File: config.mk
export PLATFORM = sky130hd
export DESIGN_NAME = rtc_alarm_irq
export DESIGN_NICKNAME = d
export VERILOG_FILES = /design/src/rtl/rtc_alarm_pkg.sv /design/src/rtl/rtc_alarm_match.sv /design/src/rtl/rtc_alarm_regs.sv /design/src/rtl/rtc_flag_unit.sv /design/src/rtl/rtc_alarm_irq.sv
export SDC_FILE = /design/constraint.sdc
export NUM_CORES = 1
export LEC_CHECK = 0
export BUFFER_PORTS_ARGS = -buffer_cell sky130_fd_sc_hd__buf_2
export CORE_UTILIZATION = 53
export CTS_CLUSTER_SIZE = 8
export DETAILED_ROUTE_END_ITERATION = 7
export PLACE_DENSITY = 0.78
export SYNTH_ARGS = -nofsm -noshare
export SYNTH_HDL_FRONTEND = slang
export SYNTH_SLANG_ARGS = --single-unit
File: constraint.sdc
create_clock -name clk -period 2.5 [get_ports clk]
set_input_delay 0.375 -clock clk [delete_from_list [all_inputs] [get_ports clk]]
set_output_delay 0.375 -clock clk [all_outputs]
set_load 0.02 [all_outputs]
File: src/rtl/rtc_alarm_pkg.sv
// Shared constants and types for the alarm/interrupt flag unit.
// Assumes an 8-bit register bus; bit positions are fixed by software.
package rtc_alarm_pkg;
    localparam int ADR_ALM_BASE = 1;   // seconds alarm
    localparam int ADR_ALM_STEP = 2;   // minutes at 3, hours at 5
    localparam int ADR_CTL      = 11;
    localparam int ADR_FLG      = 12;

    localparam int BIT_IRQF = 7;
    localparam int BIT_PER  = 6;
    localparam int BIT_ALM  = 5;
    localparam int BIT_UPD  = 4;

    // One bit per event source, ordered like the flag byte.
    typedef struct packed {
        logic per;
        logic alm;
        logic upd;
    } evt_t;
endpackage

File: src/rtl/rtc_alarm_match.sv
// Compares NF time fields against NF alarm bytes.
// A byte with both top bits set matches anything. Purely combinational.
// Assumes DW >= 2.
module rtc_alarm_match #(
    parameter int DW = 8,
    parameter int NF = 3
) (
    input  logic [NF*DW-1:0] alarm_flat,
    input  logic [NF*DW-1:0] now_flat,
    output logic             all_hit
);
    logic [NF-1:0] hit;

    for (genvar gi = 0; gi < NF; gi++) begin : g_fld
        logic [DW-1:0] a_b;
        logic [DW-1:0] t_b;
        logic          wild;
        assign a_b  = alarm_flat[gi*DW +: DW];
        assign t_b  = now_flat[gi*DW +: DW];
        assign wild = a_b[DW-1] & a_b[DW-2];
        // field matches when wildcard or equal
        assign hit[gi] = wild | (a_b == t_b);
    end

    assign all_hit = &hit;
endmodule

File: src/rtl/rtc_alarm_regs.sv
// Host-visible register file: alarm bytes, control byte, read mux.
// Produces the flag-clear strobe.
// Assumes at most one access per cycle matters; write and read are independent.
module rtc_alarm_regs
    import rtc_alarm_pkg::*;
#(
    parameter int DW = 8,
    parameter int AW = 4,
    parameter int NF = 3
) (
    input  logic             clk,
    input  logic             rst_n,
    input  logic             bus_wr,
    input  logic             bus_rd,
    input  logic [AW-1:0]    bus_addr,
    input  logic [DW-1:0]    bus_wdata,
    input  logic [DW-1:0]    flag_view,
    output logic [NF*DW-1:0] alarm_flat,
    output evt_t             en,
    output logic             rd_clr,
    output logic [DW-1:0]    bus_rdata
);
    logic [DW-1:0] alm_q [NF];
    logic [DW-1:0] ctl_q;
    logic [DW-1:0] rd_mux;

    for (genvar gi = 0; gi < NF; gi++) begin : g_alm
        localparam logic [AW-1:0] ADR = AW'(ADR_ALM_BASE + ADR_ALM_STEP * gi);
        // store one alarm byte on a host write to its address
        always_ff @(posedge clk) begin
            if (!rst_n)                          alm_q[gi] <= '0;
            else if (bus_wr && bus_addr == ADR)  alm_q[gi] <= bus_wdata;
        end
        assign alarm_flat[gi*DW +: DW] = alm_q[gi];
    end

    // store the control byte
    always_ff @(posedge clk) begin
        if (!rst_n)                                   ctl_q <= '0;
        else if (bus_wr && bus_addr == AW'(ADR_CTL))  ctl_q <= bus_wdata;
    end

    assign en.per = ctl_q[BIT_PER];
    assign en.alm = ctl_q[BIT_ALM];
    assign en.upd = ctl_q[BIT_UPD];

    // select read data by address; unmapped reads give zero
    always_comb begin
        rd_mux = '0;
        for (int i = 0; i < NF; i++)
            if (bus_addr == AW'(ADR_ALM_BASE + ADR_ALM_STEP * i)) rd_mux = alm_q[i];
        if (bus_addr == AW'(ADR_CTL)) rd_mux = ctl_q;
        if (bus_addr == AW'(ADR_FLG)) rd_mux = flag_view;
    end

    assign rd_clr = bus_rd && (bus_addr == AW'(ADR_FLG));

    // register read data one cycle after the strobe
    always_ff @(posedge clk) begin
        if (!rst_n)       bus_rdata <= '0;
        else if (bus_rd)  bus_rdata <= rd_mux;
    end
endmodule

File: src/rtl/rtc_flag_unit.sv
// Holds the three event flags, clears them on a flag read, and forms the summary/irq.
// New events win over a same-cycle clear. Assumes DW >= 8.
module rtc_flag_unit
    import rtc_alarm_pkg::*;
#(
    parameter int DW = 8
) (
    input  logic          clk,
    input  logic          rst_n,
    input  evt_t          ev,
    input  evt_t          en,
    input  logic          clr,
    output logic [DW-1:0] flag_view,
    output logic          irq
);
    evt_t fl_q;
    logic irqf;

    // accumulate events; clear on read but keep same-cycle arrivals
    always_ff @(posedge clk) begin
        if (!rst_n) fl_q <= '0;
        else        fl_q <= (clr ? evt_t'('0) : fl_q) | ev;
    end

    assign irqf = |(fl_q & en);
    assign irq  = irqf;

    // assemble the byte seen by the host
    always_comb begin
        flag_view           = '0;
        flag_view[BIT_IRQF] = irqf;
        flag_view[BIT_PER]  = fl_q.per;
        flag_view[BIT_ALM]  = fl_q.alm;
        flag_view[BIT_UPD]  = fl_q.upd;
    end
endmodule

File: src/rtl/rtc_alarm_irq.sv
// Top: alarm compare on update pulses plus interrupt flag collection.
// Time fields must be stable in the cycle carrying tick_upd.
module rtc_alarm_irq
    import rtc_alarm_pkg::*;
#(
    parameter int DW = 8,
    parameter int AW = 4
) (
    input  logic          clk,
    input  logic          rst_n,
    input  logic [DW-1:0] time_sec,
    input  logic [DW-1:0] time_min,
    input  logic [DW-1:0] time_hour,
    input  logic          tick_per,
    input  logic          tick_upd,
    input  logic          bus_wr,
    input  logic          bus_rd,
    input  logic [AW-1:0] bus_addr,
    input  logic [DW-1:0] bus_wdata,
    output logic [DW-1:0] bus_rdata,
    output logic [DW-1:0] flag_vec,
    output logic          irq
);
    localparam int NF = 3;

    logic [NF*DW-1:0] alarm_flat;
    logic [NF*DW-1:0] now_flat;
    logic             all_hit;
    logic             rd_clr;
    evt_t             ctl_en;
    evt_t             ev;

    assign now_flat = {time_hour, time_min, time_sec};

    rtc_alarm_regs #(.DW(DW), .AW(AW), .NF(NF)) u_regs (
        .clk(clk), .rst_n(rst_n), .bus_wr(bus_wr), .bus_rd(bus_rd),
        .bus_addr(bus_addr), .bus_wdata(bus_wdata), .flag_view(flag_vec),
        .alarm_flat(alarm_flat), .en(ctl_en), .rd_clr(rd_clr), .bus_rdata(bus_rdata)
    );

    rtc_alarm_match #(.DW(DW), .NF(NF)) u_match (
        .alarm_flat(alarm_flat), .now_flat(now_flat), .all_hit(all_hit)
    );

    // events of this cycle; alarm is only judged on an update pulse
    assign ev.per = tick_per;
    assign ev.upd = tick_upd;
    assign ev.alm = tick_upd & all_hit;

    rtc_flag_unit #(.DW(DW)) u_flags (
        .clk(clk), .rst_n(rst_n), .ev(ev), .en(ctl_en), .clr(rd_clr),
        .flag_view(flag_vec), .irq(irq)
    );
endmodule

---- Word level (Yosys, flattened, before mapping) ----
Memories as Yosys holds them, arrays and structs flattened.
Cells that the tools add are included.
operators by class
  multiplexer cells ....................... 19
  reduce and logical (&&, ||, !) cells .... 7
  order comparisons ....................... 0
  $mul .................................... 0
  divide/modulo/power cells ............... 0
  $add $sub $neg .......................... 0
  bitwise logic cells ..................... 12
  eq/ne operators ......................... 8
  shifts and indexed selects .............. 0
operators with widths
  cell                                                                    count
  8-bit two-way mux                                                       8
  8-bit equality test                                                     3
  1-bit two-way mux                                                       10
  4-bit equality test (second input constant)                             2
  1-bit OR                                                                6
  1-bit logical AND                                                       5
  1-bit AND                                                               4
  4-bit by 1-bit equality test with 1-bit output (second input constant)  1
  4-bit by 2-bit equality test with 1-bit output (second input constant)  1
  4-bit by 3-bit equality test with 1-bit output (second input constant)  1
  3-bit AND                                                               1
  3-bit two-way mux                                                       1
  3-bit OR                                                                1
  3-bit AND reduction                                                     1
  3-bit OR reduction                                                      1
word-level totals
  word-level logic and storage cells ...... 52
  memory bits (read-only) ................. 0
  memories ................................ 1
  latch bits .............................. 0
  output and inout bits ................... 17
  bits in registers ....................... 19
  memory bits (writable) .................. 24
  input port bits ......................... 42
memories
  name          depth  width  read ports  clocked after memory_dff  wr ports  RTL line              text
  u_regs.alm_q  3      8      3           0                         3         rtc_alarm_regs.sv:23  logic [DW-1:0] alm_q [NF];

---- Depth between registers and ports, before layout ----
Gate-level depths: netlist of run 1.
  depth in word-level cells ............... 6
  gate-level depth with buffers ........... 7
  gate-level depth less buffers ........... 5

---- Cells and area by module ----
From an unflattened synthesis of run 1, not the netlist that was laid out.
unflattened totals
  cell total of the unflattened synthesis .. 224
  area total of the unflattened synthesis .. 2301.0 µm²
by module, submodules not included
  module           area each (µm²)  times used  cells each  sequential area each (µm²)
  rtc_alarm_regs   1858.0           1           172         1041.0
  rtc_alarm_match  280.3            1           34          0.0
  rtc_flag_unit    156.4            1           17          60.1
  rtc_alarm_irq    6.3              1           1           0.0

---- Worst setup path before layout of run 1 ----
Ideal clock, no wire load.
  path kind ............................... in2reg
  start ................................... input bus_addr[2]
  end ..................................... memory u_regs.alm_q[1][0], enable pin
  stages on the path ...................... 5
  arrival time ............................ 1.530 ns
  slack ................................... 0.586 ns
  required time ........................... 2.116 ns
  buffers on the path ..................... 2
  library setup time ...................... 0.384 ns
  cells stage by stage .................... buf_4 > buf_2 > nor2_1 > nand2_1 > o21ai_0
RTL lines
  element             RTL line              text
  start: declaration  rtc_alarm_irq.sv:18   input logic [AW-1:0] bus_addr,
  end: declaration    rtc_alarm_regs.sv:23

---- Final worst setup path of run 1 ----
  start ................................... register u_flags.fl_q, in the netlist u_flags.flag_view[5]
  end ..................................... output flag_vec[7]
on the way
  cells in the longest elaborated chain, start to end .. 2
ends and longest elaborated chain
  element                   RTL line             text
  start: declaration        rtc_flag_unit.sv:16  evt_t fl_q;
  start signal: assignment  rtc_flag_unit.sv:22  else fl_q <= (clr ? evt_t'('0) : fl_q) | ev;
  3-bit AND                 rtc_flag_unit.sv:25  assign irqf = |(fl_q & en);
  3-bit OR reduction        rtc_flag_unit.sv:25
  end: declaration          rtc_alarm_irq.sv:21  output logic [DW-1:0] flag_vec,
Every way passes these cells.

==> impl_metrics.prom, run 1 <==
# TYPE chip_impl_metric gauge
chip_impl_metric{name="cts_post_setup_buffers_inserted",unit=""} 0
chip_impl_metric{name="worst-endpoint-required",unit="ns"} 2.12
chip_impl_metric{name="grt_start_max_net_pins",unit=""} 21
chip_impl_metric{name="setup_tns",unit="ns"} 0
chip_impl_metric{name="area_delta_synth_final",unit="%"} 16.6
chip_impl_metric{name="slew_violations",unit=""} 0
chip_impl_metric{name="ys_async_sr_fraction",unit="%"} 0
chip_impl_metric{name="port_buffers",unit=""} 54
chip_impl_metric{name="detail_route.wl_per_cell",unit="um"} 15.9
chip_impl_metric{name="rrSetupSlack",unit="ns"} 1.10
chip_impl_metric{name="syn_inst",unit=""} 223
chip_impl_metric{name="antenna-diode-count",unit=""} 0
chip_impl_metric{name="design.core.area",unit="um2"} 4060
chip_impl_metric{name="layoutNonFillerInstCount",unit=""} 329
chip_impl_metric{name="synth-warning-count",unit=""} 0
chip_impl_metric{name="floorplan.die_area",unit="um2"} 4570
chip_impl_metric{name="numPlacedInstances",unit=""} 321
chip_impl_metric{name="grt-ovfl-total",unit=""} 0
chip_impl_info{name="hold_path_startpoint",value="tick_per"} 1
chip_impl_info{name="dominantRegCellSynth",value="edfxtp_1"} 1
chip_impl_info{name="worst_setup_path_start_kind",value="flip-flop"} 1
chip_impl_metric{name="wirelength",unit="mm"} 5.23
chip_impl_info{name="reg2reg_from",value="u_regs.alm_q[1][6]"} 1
chip_impl_info{name="hold_class",value="in2reg"} 1
chip_impl_metric{name="gp_congestion",unit=""} 0.828
chip_impl_info{name="synth.top_cells.by_area",value="edfxtp_1 (32%), dfxtp_1 (17%), xnor2_1 (9.2%), and2_1 (6.6%), a21oi_1 (5.0%)"} 1
chip_impl_metric{name="insertion_delay",unit="ns"} 0.30
chip_impl_metric{name="number_of_nets_in_the_layout",unit=""} 320
chip_impl_metric{name="detailedRoute.firstIterationViolations",unit=""} 92
chip_impl_metric{name="clk_pin_slew",unit="ns"} 0.08
chip_impl_metric{name="start_util",unit="%"} 56.2
chip_impl_metric{name="drv_cap",unit=""} 0
chip_impl_info{name="clock-root-buffer",value="clkbuf_8"} 1
chip_impl_metric{name="remaining_design_rule_violation_count",unit=""} 0
chip_impl_info{name="type_of_the_worst_setup_path",value="reg2out"} 1
chip_impl_metric{name="setup_violations",unit=""} 0
chip_impl_metric{name="layout-drive-gt1-share",unit="%"} 25.4
chip_impl_metric{name="cts_hold_buffers",unit=""} 0
chip_impl_metric{name="clock_sink_count",unit=""} 43
chip_impl_metric{name="finalHoldViolCount",unit=""} 0
chip_impl_metric{name="post_drt_via_cell_ratio",unit=""} 5.71
chip_impl_metric{name="max_slew_margin",unit="%"} 54.6
chip_impl_info{name="status",value="finished clean"} 1
chip_impl_metric{name="drtPass1Iterations",unit=""} 4
chip_impl_info{name="yosysTopAreaCell",value="edfxtp_1"} 1
chip_impl_metric{name="ant_nets",unit=""} 0
chip_impl_metric{name="num_rows",unit=""} 23
chip_impl_metric{name="number_of_global_route_vias_before_repair",unit=""} 1714
chip_impl_metric{name="hpwlAfterDp",unit="mm"} 4.05
chip_impl_metric{name="groute.usage.overall",unit="%"} 25.3
chip_impl_metric{name="synth_largest_type_area_fraction",unit="%"} 31.6
chip_impl_metric{name="yosysUniqueCellTypes",unit=""} 34
chip_impl_metric{name="final_min_period_over_clock_period",unit="%"} 65.1
chip_impl_info{name="rsz0062_at_grt",value="false"} 1
chip_impl_metric{name="number_of_synthesized_register_bits",unit=""} 43
chip_impl_metric{name="p_leak",unit="nW"} 1.01
chip_impl_metric{name="synth_area_per_cell",unit="um2"} 10.2
chip_impl_metric{name="worstMarginPinSlew",unit="ns"} 0.676
chip_impl_metric{name="r2r_cells",unit=""} 5
chip_impl_metric{name="synth_seq_area_share",unit="%"} 48.2
chip_impl_metric{name="die_width",unit="um"} 67.6
chip_impl_metric{name="ir_drop",unit="V"} 0.000368
chip_impl_info{name="endpoint_kind",value="output port"} 1
chip_impl_metric{name="grt_pass1_wl",unit="mm"} 8.08
chip_impl_metric{name="final_period_minus_worst_setup_slack",unit="ns"} 1.63
chip_impl_metric{name="number_of_flops_mapped_to_enable_cells_by_yosys",unit=""} 24
chip_impl_metric{name="cells_resized_by_post_cts_repair",unit=""} 0
chip_impl_metric{name="cts_inserted_buffers",unit=""} 5
chip_impl_info{name="yosys-top-cells-count",value="and2_1 (24), edfxtp_1 (24), xnor2_1 (24)"} 1
chip_impl_metric{name="fin_skew",unit="ns"} 0.00417
chip_impl_metric{name="die_height",unit="um"} 67.6
chip_impl_metric{name="min_path_cells",unit=""} 3
chip_impl_info{name="worst_setup_path_startpoint",value="u_flags.flag_view[5]"} 1
chip_impl_metric{name="num_io_pins",unit=""} 59
chip_impl_metric{name="finalPower",unit="mW"} 1.45
chip_impl_metric{name="clock.fmax",unit="MHz"} 615
chip_impl_metric{name="timing.critical_path.fanout_max",unit=""} 4
chip_impl_metric{name="cts.htree.levels",unit=""} 2
chip_impl_metric{name="pwr_density_cell",unit="nW/um2"} 544
chip_impl_metric{name="number_of_antenna_violations_at_the_first_check_in_global_routing",unit=""} 0
chip_impl_metric{name="routed-via-count",unit=""} 1878
chip_impl_metric{name="critical_path_data_arrival_time",unit="ns"} 1.25
chip_impl_metric{name="fin_hold_ws",unit="ns"} 0.289
chip_impl_info{name="cts_tree",value="yes"} 1
chip_impl_metric{name="clockBufferDepth",unit=""} 2
chip_impl_metric{name="synth.cell_area",unit="um2"} 2280
## where the power goes
group,switching (mW),internal (mW),leakage [nW],total [mW]
Combinational,0.114,0.0929,0.577,0.207
Sequential,0.0271,0.778,0.384,0.805
Clock,0.239,0.196,0.0455,0.436
Total,0.380,1.07,1.01,1.45
## state kept, by name (all words and copies together), names as in the netlist
signal / cells
u_regs.alm_q: 24
u_flags.flag_view: 3
u_regs.bus_rdata: 8
u_regs.ctl_q: 8
## critical path, cell delays in order, from the launching register on
cell,delay (ns)
dfxtp_1,0.34
a222oi_1,0.33
inv_1,0.11
buf_2,0.17
## cell families after synthesis
kind of cell           Yosys count  synth area share, %
multiplexers                     4                 1.75
flip-flops                      43                 48.2
XOR/XNOR                        24                 9.21
AND/OR/NAND/NOR                 80                 20.2
AO/OA/AOI/OAI                   54                 15.9
other                            1                0.164
buffers and inverters           17                 4.50
## through the flow
step | util, % | area (um2) | setup WS, ns
after floorplan | - | 2290 | 0.586
after global placement | 63.5 | 2580 | 0.795
after detailed placement | 63.5 | 2580 | 0.759
after CTS | 65.6 | 2660 | 0.862
after global routing | 65.6 | 2660 | 0.800
final | 65.6 | 2660 | 0.873
## worst paths after layout
check	to
hold reg to reg	u_regs.ctl_q[7]
setup reg to reg	u_flags.flag_view[5]
setup / recovery	flag_vec[7]
hold / removal	u_flags.flag_view[6]
## placed cells by master, fill, tap and decap left out, types with 2 or more instances in the layout
cell       count
a21oi_1       23
xnor2_1       24
dfxtp_1       19
o211ai_1       4
mux2i_1        4
nand2_1       15
nand2b_1       9
clkbuf_8       5
edfxtp_1      24
inv_1          2
buf_2         54
nand3_1        9
o2bb2ai_1      8
o21ai_0        5
nor2b_1        2
o21a_1         4
nand4_1        7
nor2_1         6
conb_1         4
buf_4          6
a221o_1        4
and2_1        24
o2111ai_1      4
## layer usage
layer,track usage [%],vias to the layer above,share of wire (%)
li1,-,909,-
met1,30.8,891,43
met2,43.8,68,50
met3,5.74,10,5.9
met4,8.24,0,1.4
met5,0,-,0
## layout make-up
cell class                      instances  area (um2)
Multi-Input combinational cell        166        1090
Clock buffer                            6        72.6
Inverter                                2        7.51
Clock inverter                          2        11.3
Timing Repair Buffer                   60         315
Tap cell                               50        62.6
Fill cell                             350        1400
Sequential cell                        43        1100
Note: power is estimated with default switching activity, not from simulation.
==> run 2: changes to the inputs <==
==> constraint.sdc (replaced) <==
create_clock -name clk -period 1.59 [get_ports clk]
set_input_delay 0.2385 -clock clk [delete_from_list [all_inputs] [get_ports clk]]
set_output_delay 0.2385 -clock clk [all_outputs]
set_load 0.02 [all_outputs]
==> run 2 against run 1 <==
Net effect:
- critical endpoint is now irq
- global-route usage shrank 0.72 points
- sequential share of layout area shrank 0.39 points
- first-iteration DRC count shrank 3.3%
- largest power group unchanged
- combinational power grew 59%
==> impl_metrics.prom, run 2 (same netlist as run 1, synthesis figures left out) <==
# TYPE chip_impl_metric gauge
chip_impl_metric{name="layout-drive-gt1-share",unit="%"} 26.2
chip_impl_metric{name="stdcell_area",unit="um2"} 2690
chip_impl_metric{name="dp_worst_setup_slack",unit="ns"} 0.0668
chip_impl_metric{name="fillers",unit=""} 343
chip_impl_metric{name="timing.critical_path.fanout_max",unit=""} 4
chip_impl_metric{name="number_of_global_route_vias_before_repair",unit=""} 1738
chip_impl_metric{name="pwr_density_cell",unit="nW/um2"} 842
chip_impl_metric{name="setup_tns",unit="ns"} 0
chip_impl_metric{name="ir_drop",unit="V"} 0.000520
chip_impl_metric{name="fin_skew",unit="ns"} 0.00809
chip_impl_metric{name="cts.htree.levels",unit=""} 2
chip_impl_info{name="timing.critical_path.cells",value="a222oi_1 > inv_1 > buf_2"} 1
chip_impl_metric{name="grt_pass1_wl",unit="mm"} 7.97
chip_impl_metric{name="setup_violations",unit=""} 0
chip_impl_metric{name="cells_resized_by_post_cts_repair",unit=""} 0
chip_impl_metric{name="comb_power_share",unit="%"} 14.5
chip_impl_info{name="critical-path-slowest-cell",value="dfxtp_1"} 1
chip_impl_info{name="status",value="finished clean"} 1
chip_impl_metric{name="num_rows",unit=""} 23
chip_impl_metric{name="dpl-instance-area",unit="um2"} 2600
chip_impl_metric{name="port_buffers",unit=""} 54
chip_impl_metric{name="clockBufferDepth",unit=""} 2
chip_impl_metric{name="die_width",unit="um"} 67.6
chip_impl_metric{name="multi_input_area",unit="um2"} 1090
chip_impl_metric{name="ant_nets",unit=""} 0
chip_impl_metric{name="p_leak",unit="nW"} 1.02
chip_impl_metric{name="cts_inserted_buffers",unit=""} 5
chip_impl_metric{name="post_drt_via_cell_ratio",unit=""} 5.63
chip_impl_metric{name="power.clock.fraction",unit="%"} 29.4
chip_impl_metric{name="drv_cap",unit=""} 0
chip_impl_metric{name="cts_post_setup_buffers_inserted",unit=""} 0
chip_impl_info{name="worst_setup_path_start_kind",value="flip-flop"} 1
chip_impl_info{name="endpoint_kind",value="output port"} 1
chip_impl_metric{name="clock.fmax",unit="MHz"} 667
chip_impl_metric{name="wirelength",unit="mm"} 5.15
chip_impl_info{name="layout.cells.most_common_list",value="buf_2 (54), and2_1 (24), xnor2_1 (24), edfxtp_1 (24), a21oi_1 (23)"} 1
chip_impl_info{name="reg_with_most_ffs",value="u_regs.alm_q"} 1
chip_impl_metric{name="area_delta_synth_final",unit="%"} 17.7
chip_impl_info{name="layout_commonest_cell",value="buf_2"} 1
chip_impl_metric{name="critical_path_data_arrival_time",unit="ns"} 1.26
chip_impl_metric{name="detailedRoute.firstIterationViolations",unit=""} 89
chip_impl_metric{name="die_height",unit="um"} 67.6
chip_impl_info{name="hold_class",value="in2reg"} 1
chip_impl_metric{name="drtPass1Iterations",unit=""} 4
chip_impl_metric{name="slew_violations",unit=""} 0
chip_impl_metric{name="area.sequential",unit="um2"} 1100
chip_impl_metric{name="highest_cell_delay_on_the_worst_timing_path",unit="ns"} 0.34
chip_impl_metric{name="power.sequential.fraction",unit="%"} 56.0
chip_impl_metric{name="hpwlAfterDp",unit="mm"} 4.03
chip_impl_metric{name="routed-via-count",unit=""} 1868
chip_impl_metric{name="groute.usage.overall",unit="%"} 24.6
chip_impl_metric{name="grt_start_max_net_pins",unit=""} 20
chip_impl_metric{name="setup_slack",unit="ns"} 0.0900
chip_impl_metric{name="grt-ovfl-total",unit=""} 0
chip_impl_metric{name="worst-endpoint-required",unit="ns"} 1.35
chip_impl_metric{name="design.core.area",unit="um2"} 4060
chip_impl_info{name="clock-root-buffer",value="clkbuf_8"} 1
chip_impl_metric{name="cts_hold_buffers",unit=""} 0
chip_impl_metric{name="start_util",unit="%"} 56.2
chip_impl_metric{name="final_min_period_over_clock_period",unit="%"} 94.3
chip_impl_metric{name="floorplan.die_area",unit="um2"} 4570
chip_impl_info{name="cts_tree",value="yes"} 1
chip_impl_metric{name="insertion_delay",unit="ns"} 0.30
chip_impl_info{name="largest_registers",value="u_regs.alm_q x24, u_regs.bus_rdata x8, u_regs.ctl_q x8"} 1
chip_impl_metric{name="gp_congestion",unit=""} 0.824
chip_impl_metric{name="final_util",unit="%"} 66.2
chip_impl_metric{name="num_io_pins",unit=""} 59
chip_impl_metric{name="largest_register_ffs",unit=""} 24
chip_impl_metric{name="detail_route.wl_per_cell",unit="um"} 15.5
chip_impl_metric{name="switching_share",unit="%"} 25.7
chip_impl_metric{name="finalPower",unit="mW"} 2.26
chip_impl_metric{name="clock_sink_count",unit=""} 43
chip_impl_metric{name="remaining_design_rule_violation_count",unit=""} 0
chip_impl_info{name="rsz0062_at_grt",value="false"} 1
chip_impl_metric{name="clk_pin_slew",unit="ns"} 0.08
chip_impl_metric{name="number_of_antenna_violations_at_the_first_check_in_global_routing",unit=""} 0
chip_impl_metric{name="number_of_nets_in_the_layout",unit=""} 323
chip_impl_metric{name="internal_power",unit="mW"} 1.68
chip_impl_info{name="type_of_the_worst_setup_path",value="reg2out"} 1
chip_impl_metric{name="final_period_minus_worst_setup_slack",unit="ns"} 1.50
chip_impl_metric{name="power.net_switching",unit="mW"} 0.580
chip_impl_metric{name="finalHoldViolCount",unit=""} 0
chip_impl_metric{name="antenna-diode-count",unit=""} 0
==> run 2: cell count changes in the layout (fill, tap and decap cells not counted), sizes merged <==
cell,delta
buf,+3
clkbuf,+1
inv,-1
==> run 2: final cells by class <==
| class | count | area share (%) |
|---|---|---|
| Clock buffer | 7 | 2.84 |
| Inverter | 2 | 0.280 |
| Multi-Input combinational cell | 166 | 40.8 |
| Timing Repair Buffer | 63 | 12.6 |
| Tap cell | 50 | 2.33 |
| Clock inverter | 1 | 0.186 |
| Sequential cell | 43 | 41.0 |
==> run 2: per-stage QoR <==
stage	hold slack, ns	instances
finish	0.143	332
global route	0.155	332
CTS	0.140	332
detailed placement	0.449	324
global placement	0.443	324
floorplan	0.356	226
==> run 2: worst max-delay path: cells and delay by family (launching register included) <==
| kind | cells | cell delay [ns] |
|---|---|---|
| AOI/OAI and AO/OA | 1 | 0.32 |
| buffers and inverters | 2 | 0.29 |
| DFF | 1 | 0.34 |
==> run 2: path summary, 6_finish.rpt <==
check | slack (ns) | startpoint | end | cells past startpoint
worst min-delay path | 0.14 | tick_per | u_flags.flag_view[6] | 3
worst max-delay path | 0.09 | u_flags.flag_view[5] | irq | 3
worst max register to register | 0.23 | u_regs.alm_q[1][6] | u_flags.flag_view[5] | 5
worst min register to register | 0.46 | u_regs.ctl_q[1] | u_regs.ctl_q[1] | 2
==> run 2: layer usage <==
layer	GRT usage, %	wire length, um
met1	29.6	2100
met2	41.8	2620
met3	6.59	366
met4	8.78	61
met5	0	0
==> run 2: power groups by stage <==
stage / Sequential [mW] / Clock, mW / Combinational, mW
after floorplan: 1.29 / 0 / 0.202
after global placement: 1.29 / 0 / 0.323
after detailed placement: 1.29 / 0 / 0.330
after CTS: 1.27 / 0.679 / 0.331
after global routing: 1.27 / 0.721 / 0.361
final: 1.27 / 0.665 / 0.329
